--- src/rtl/l2ig_pkg.sv ---
package l2ig_pkg;
   typedef enum logic [1:0] {
      ST_IDLE = 2'd0,
      ST_BINV = 2'd1,
      ST_DONE = 2'd2
   } l2ig_state_e;

   localparam logic SRC_VICTIM = 1'b0;
   localparam logic SRC_SNOOP  = 1'b1;
endpackage

--- src/rtl/l2ig_line_bits.sv ---
module l2ig_line_bits #(
   parameter int LINES = 16,
   parameter int IDX_W = $clog2(LINES)
) (
   input  logic             clk,
   input  logic             rst_n,
   input  logic             fill_vld,
   input  logic [IDX_W-1:0] fill_idx,
   input  logic             wrhit_vld,
   input  logic [IDX_W-1:0] wrhit_idx,
   input  logic             evict_vld,
   input  logic [IDX_W-1:0] evict_idx,
   input  logic             clr_vld,
   input  logic [IDX_W-1:0] clr_idx,
   input  logic [IDX_W-1:0] rd_idx,
   output logic             incl_o,
   output logic             stale_o
);
   logic [LINES-1:0] incl_q;
   logic [LINES-1:0] stale_q;

   for (genvar g = 0; g < LINES; g++) begin : g_line
      logic hit_fill, hit_wr, hit_drop;
      assign hit_fill = fill_vld  && (fill_idx  == IDX_W'(g));
      assign hit_wr   = wrhit_vld && (wrhit_idx == IDX_W'(g));
      assign hit_drop = (evict_vld && (evict_idx == IDX_W'(g))) ||
                        (clr_vld   && (clr_idx   == IDX_W'(g)));

      always_ff @(posedge clk) begin
         if (!rst_n) begin
            incl_q[g]  <= 1'b0;
            stale_q[g] <= 1'b0;
         end else if (hit_drop) begin
            incl_q[g]  <= 1'b0;
            stale_q[g] <= 1'b0;
         end else begin
            if (hit_fill) incl_q[g] <= 1'b1;
            if (hit_wr && incl_q[g]) stale_q[g] <= 1'b1;
         end
      end
   end

   assign incl_o  = incl_q[rd_idx];
   assign stale_o = stale_q[rd_idx];
endmodule

--- src/rtl/l2ig_arb.sv ---
module l2ig_arb #(
   parameter bit SNOOP_FIRST = 1'b1
) (
   input  logic idle,
   input  logic snp_vld,
   input  logic vic_vld,
   output logic snp_rdy,
   output logic vic_rdy,
   output logic take_snp
);
   if (SNOOP_FIRST) begin : g_snp_first
      assign snp_rdy = idle;
      assign vic_rdy = idle && !snp_vld;
   end else begin : g_vic_first
      assign vic_rdy = idle;
      assign snp_rdy = idle && !vic_vld;
   end

   assign take_snp = snp_vld && snp_rdy;
endmodule

--- src/rtl/l2ig_ctrl.sv ---
module l2ig_ctrl
   import l2ig_pkg::*;
#(
   parameter int IDX_W = 4
) (
   input  logic             clk,
   input  logic             rst_n,
   input  logic             accept,
   input  logic             acc_snp,
   input  logic [IDX_W-1:0] acc_idx,
   input  logic             incl_hit,
   input  logic             stale_hit,
   input  logic             binv_ack,
   output logic             idle,
   output logic             binv_vld,
   output logic [IDX_W-1:0] binv_idx,
   output logic             binv_flush,
   output logic             done_vld,
   output logic             done_snoop,
   output logic [IDX_W-1:0] done_idx,
   output logic             done_dirty,
   output logic             clr_vld,
   output logic [IDX_W-1:0] clr_idx
);
   l2ig_state_e      state_q;
   logic [IDX_W-1:0] idx_q;
   logic             snp_q;
   logic             flush_q;

   always_ff @(posedge clk) begin
      if (!rst_n) begin
         state_q <= ST_IDLE;
         idx_q   <= '0;
         snp_q   <= SRC_VICTIM;
         flush_q <= 1'b0;
      end else begin
         unique case (state_q)
            ST_IDLE: if (accept) begin
               idx_q   <= acc_idx;
               snp_q   <= acc_snp;
               flush_q <= incl_hit && stale_hit;
               state_q <= incl_hit ? ST_BINV : ST_DONE;
            end
            ST_BINV: if (binv_ack) state_q <= ST_DONE;
            ST_DONE: state_q <= ST_IDLE;
            default: state_q <= ST_IDLE;
         endcase
      end
   end

   assign idle       = (state_q == ST_IDLE);
   assign binv_vld   = (state_q == ST_BINV);
   assign binv_idx   = idx_q;
   assign binv_flush = flush_q;
   assign done_vld   = (state_q == ST_DONE);
   assign done_snoop = snp_q;
   assign done_idx   = idx_q;
   assign done_dirty = flush_q;
   assign clr_vld    = binv_vld && binv_ack;
   assign clr_idx    = idx_q;
endmodule

--- src/rtl/l2_incl_guard.sv ---
module l2_incl_guard #(
   parameter int L2_LINES    = 16,
   parameter bit SNOOP_FIRST = 1'b1,
   localparam int IDX_W      = $clog2(L2_LINES)
) (
   input  logic             clk,
   input  logic             rst_n,
   input  logic             l1_fill_vld,
   input  logic [IDX_W-1:0] l1_fill_idx,
   input  logic             l1_wrhit_vld,
   input  logic [IDX_W-1:0] l1_wrhit_idx,
   input  logic             l1_evict_vld,
   input  logic [IDX_W-1:0] l1_evict_idx,
   input  logic             snp_vld,
   input  logic [IDX_W-1:0] snp_idx,
   output logic             snp_rdy,
   input  logic             vic_vld,
   input  logic [IDX_W-1:0] vic_idx,
   output logic             vic_rdy,
   output logic             binv_vld,
   output logic [IDX_W-1:0] binv_idx,
   output logic             binv_flush,
   input  logic             binv_ack,
   output logic             done_vld,
   output logic             done_snoop,
   output logic [IDX_W-1:0] done_idx,
   output logic             done_dirty
);
   if (L2_LINES < 2 || (L2_LINES & (L2_LINES - 1)) != 0) begin : g_bad_lines
      initial $fatal(1, "L2_LINES must be a power of two, at least 2");
   end

   logic             idle, take_snp, accept;
   logic [IDX_W-1:0] acc_idx;
   logic             incl_hit, stale_hit;
   logic             clr_vld;
   logic [IDX_W-1:0] clr_idx;

   l2ig_arb #(.SNOOP_FIRST(SNOOP_FIRST)) u_arb (
      .idle     (idle),
      .snp_vld  (snp_vld),
      .vic_vld  (vic_vld),
      .snp_rdy  (snp_rdy),
      .vic_rdy  (vic_rdy),
      .take_snp (take_snp)
   );

   assign accept  = take_snp || (vic_vld && vic_rdy);
   assign acc_idx = take_snp ? snp_idx : vic_idx;

   l2ig_line_bits #(.LINES(L2_LINES), .IDX_W(IDX_W)) u_bits (
      .clk       (clk),
      .rst_n     (rst_n),
      .fill_vld  (l1_fill_vld),
      .fill_idx  (l1_fill_idx),
      .wrhit_vld (l1_wrhit_vld),
      .wrhit_idx (l1_wrhit_idx),
      .evict_vld (l1_evict_vld),
      .evict_idx (l1_evict_idx),
      .clr_vld   (clr_vld),
      .clr_idx   (clr_idx),
      .rd_idx    (acc_idx),
      .incl_o    (incl_hit),
      .stale_o   (stale_hit)
   );

   l2ig_ctrl #(.IDX_W(IDX_W)) u_ctrl (
      .clk        (clk),
      .rst_n      (rst_n),
      .accept     (accept),
      .acc_snp    (take_snp),
      .acc_idx    (acc_idx),
      .incl_hit   (incl_hit),
      .stale_hit  (stale_hit),
      .binv_ack   (binv_ack),
      .idle       (idle),
      .binv_vld   (binv_vld),
      .binv_idx   (binv_idx),
      .binv_flush (binv_flush),
      .done_vld   (done_vld),
      .done_snoop (done_snoop),
      .done_idx   (done_idx),
      .done_dirty (done_dirty),
      .clr_vld    (clr_vld),
      .clr_idx    (clr_idx)
   );
endmodule

--- config.mk ---
export PLATFORM = sky130hd
export DESIGN_NAME = l2_incl_guard
export DESIGN_NICKNAME = d
export VERILOG_FILES = /design/src/rtl/l2ig_pkg.sv /design/src/rtl/l2ig_line_bits.sv /design/src/rtl/l2ig_arb.sv /design/src/rtl/l2ig_ctrl.sv /design/src/rtl/l2_incl_guard.sv
export SDC_FILE = /design/constraint.sdc
export NUM_CORES = 1
export LEC_CHECK = 0
export BUFFER_PORTS_ARGS = -buffer_cell sky130_fd_sc_hd__buf_2
export CAP_MARGIN = 20
export CELL_PAD_IN_SITES_DETAIL_PLACEMENT = 1
export CELL_PAD_IN_SITES_GLOBAL_PLACEMENT = 2
export CORE_ASPECT_RATIO = 2
export CORE_MARGIN = 2
export CORE_UTILIZATION = 36
export DETAILED_ROUTE_END_ITERATION = 10
export PLACE_DENSITY_LB_ADDON = 0.15
export RECOVER_POWER = 50
export SYNTH_ARGS = -nofsm -noshare
export SYNTH_HDL_FRONTEND = slang
export SYNTH_HIERARCHICAL = 1
export SYNTH_SLANG_ARGS = --single-unit
--- constraint.sdc ---
create_clock -name clk -period 7.5 [get_ports clk]
set_clock_uncertainty 0.2 [all_clocks]
set_input_delay 1.5 -clock clk [delete_from_list [all_inputs] [get_ports clk]]
set_output_delay 1.5 -clock clk [all_outputs]
set_load 0.03 [all_outputs]
==> results.txt <==
global route total overflow -> 0
routed vias/inst -> 5.95
die area -> 6690 µm²
Post-CTS Hold Buffers -> 0
vias in the first global route -> 2024
Max Clock Freq -> 271 MHz
Worst Max-Slew Pin Slew -> 0.884 ns
clock-pin transition on the worst setup and hold timing paths -> 0.06 ns
total wire length -> 6680 µm
crit path kind -> input pin to output pin
drt pass-1 iters -> 7
share of synthesized registers carrying an async set or reset -> 0%
most frequent cells in the layout -> 40 x dfxtp_1, 35 x buf_2, 34 x nor3b_1
initial core utilization -> 36.7%
RSZ-0062 raised after global routing -> false
CP arrival -> 1.99 ns
slowest stage cell, crit path -> and2b_2
critical-path maximum fanout -> 2
CTS buffer count -> 5
first-pass GRT wire length -> 10800 µm
Clock Path Buffers -> 2
sequential-to-total area share from yosys stat -> 37.0%
dominant cells by area after synthesis -> dfxtp_1 37%, nor3b_1 12%, a31oi_1 5.8%
Critical Path Start Type -> input pin
most used cell along the critical path -> buf_2
Yosys reg bits -> 40
Syn Nets -> 253
DP Cell Count -> 313
Final #Nets -> 285
Final Max Slew Viols -> 0
endpoints failing setup -> 0
status -> finished with violations
final core occ -> 42.4%
commonest non-fill, non-tap cell in the layout -> dfxtp_1
Cell Rows -> 40
layout cells sized above 1 -> 22.9%
DR iter-0 viols -> 65
Fin. Hold Viols -> 0
TritonCTS Sinks -> 40
WP data required -> 5.80 ns
initial antenna violation count -> 0
Final Cycle Share -> 49.2%
Pleak -> 0.928 nW
pwr dens -> 225 nW/µm²
EDFF count, synth -> 0
DRC -> 1
io pins -> 43
maximum vdd drop -> 0.132 mV
ant diodes -> 0
critical path, cell by cell -> buf_2 > and2b_2 > buf_2
Period minus WS final -> 3.69 ns
top_reg_cell synth -> dfxtp_1
Synth area leader -> dfxtp_1
hold slack -> 0.273 ns
root buf cell -> clkbuf_16
port bufs -> 42
die height -> 114 µm
clk_lat worst skew -> 0.29 ns
CP Capture Type -> output pin
pin count of the biggest net entering global routing -> 48
hpwl dp -> 5200 µm
YS warnings -> 6
Worst Hold Class -> flip-flop to flip-flop
CP peak stage delay -> 0.20 ns
H-tree depth -> 2
Core Area -> 5910 µm²
RePlAce Congestion -> 0.890
Post-CTS Setup Inserts -> 0
WL/cell -> 20.8 µm
syn_area_per_cell -> 9.63 µm²
Cell variety after synth -> 32
cells after synthesis -> 225
GRT Util Overall -> 21.9%
post-cts sizing count -> 0
Post-Syn Area -> 2170 µm²
fin cells -> 321
final setup TNS -> 0 ns
PnR Total Power -> 0.562 mW
failing checks -> design-rule violations
area share of the largest cell type after synthesis -> 37.0%
Die X -> 58.9 µm
Max-slew headroom -> 40.9%
CTS tree -> done
Max-cap violations -> 0
Antenna Nets Post-Route -> 0
via count -> 1910
synthesis-to-finish area growth -> 15.4%
fill count -> 690
state kept, by name, summed over array words and instances (netlist names):
name               cells
u_bits/stale_q        16
u_ctrl/binv_idx        4
u_ctrl/done_snoop      1
u_bits/incl_q         16
u_ctrl/binv_flush      1
u_ctrl/state_q         2
Yosys cell counts (2+ instances only):
cell	number
a21oi_1	13
a22oi_1	2
a31oi_1	20
and2_1	2
and3_1	2
and3b_1	4
buf_2	2
buf_4	10
buf_6	2
clkbuf_1	3
dfxtp_1	40
mux2_2	4
mux2i_1	6
mux4_1	4
mux4_2	4
nand2_1	17
nand2b_1	5
nand3_1	7
nand3b_1	5
nor2_1	4
nor2b_1	8
nor3b_1	34
o22ai_1	16
or2_2	2
or3b_2	2
path summary, 6_finish.rpt:
| kind | cells after the start | endpoint | slack (ns) | startpoint |
|---|---|---|---|---|
| max | 3 | vic_rdy | 3.81 | snp_vld |
| max reg2reg | 8 | u_ctrl/state_q[1] | 4.69 | u_ctrl/state_q[1] |
| min reg2reg | 2 | u_ctrl/done_snoop | 0.27 | u_ctrl/done_snoop |
| min | 2 | u_ctrl/done_snoop | 0.27 | u_ctrl/done_snoop |
cells by family (layout without fill, tap and decap cells):
family                 count (synthesis)  after routing  share of synthesized area [%]
AND/OR/NAND/NOR                       97             97                           28.8
AO/OA/AOI/OAI                         53             53                           15.0
flip-flops                            40             40                           37.0
multiplexers                          18             18                           13.9
buffers and inverters                 17             50                           5.48
metal layers:
layer	GRT usage (%)	share of wire, %	wire length, µm
met2	37.3	54	3640
met4	12.6	4.9	325
met3	3.06	2.8	187
met1	25.1	38	2530
met5	0	0	0
final cells by class:
cell class,count,area [µm²],share of cell area (%)
clock buffers,5,125,5.00
clock inverters,3,47.5,1.90
multi-input cells,168,1250,49.9
flip-flops and latches,40,801,32.0
well taps,63,78.8,3.15
repair buffers,42,201,8.05
power breakdown:
part | switching (mW) | leakage (nW) | total, mW | internal [mW]
sequential | 0.00690 | 0.324 | 0.225 | 0.218
combinational | 0.0546 | 0.520 | 0.0882 | 0.0335
clock | 0.0905 | 0.0840 | 0.248 | 0.158
worst max-delay path: cells and delay by family:
family        cells  cell delay (ns)
buf+inv           2             0.29
simple gates      1             0.20
metrics by stage:
step | worst slack (ns) | cell area, µm²
2_1_floorplan | 3.89 | 2170
3_3_place_gp | 3.63 | 2340
3_5_place_dp | 3.56 | 2340
4_1_cts | 3.81 | 2510
5_1_grt | 3.77 | 2500
6_report | 3.81 | 2500
No activity file was read; power rests on OpenSTA's default activity.
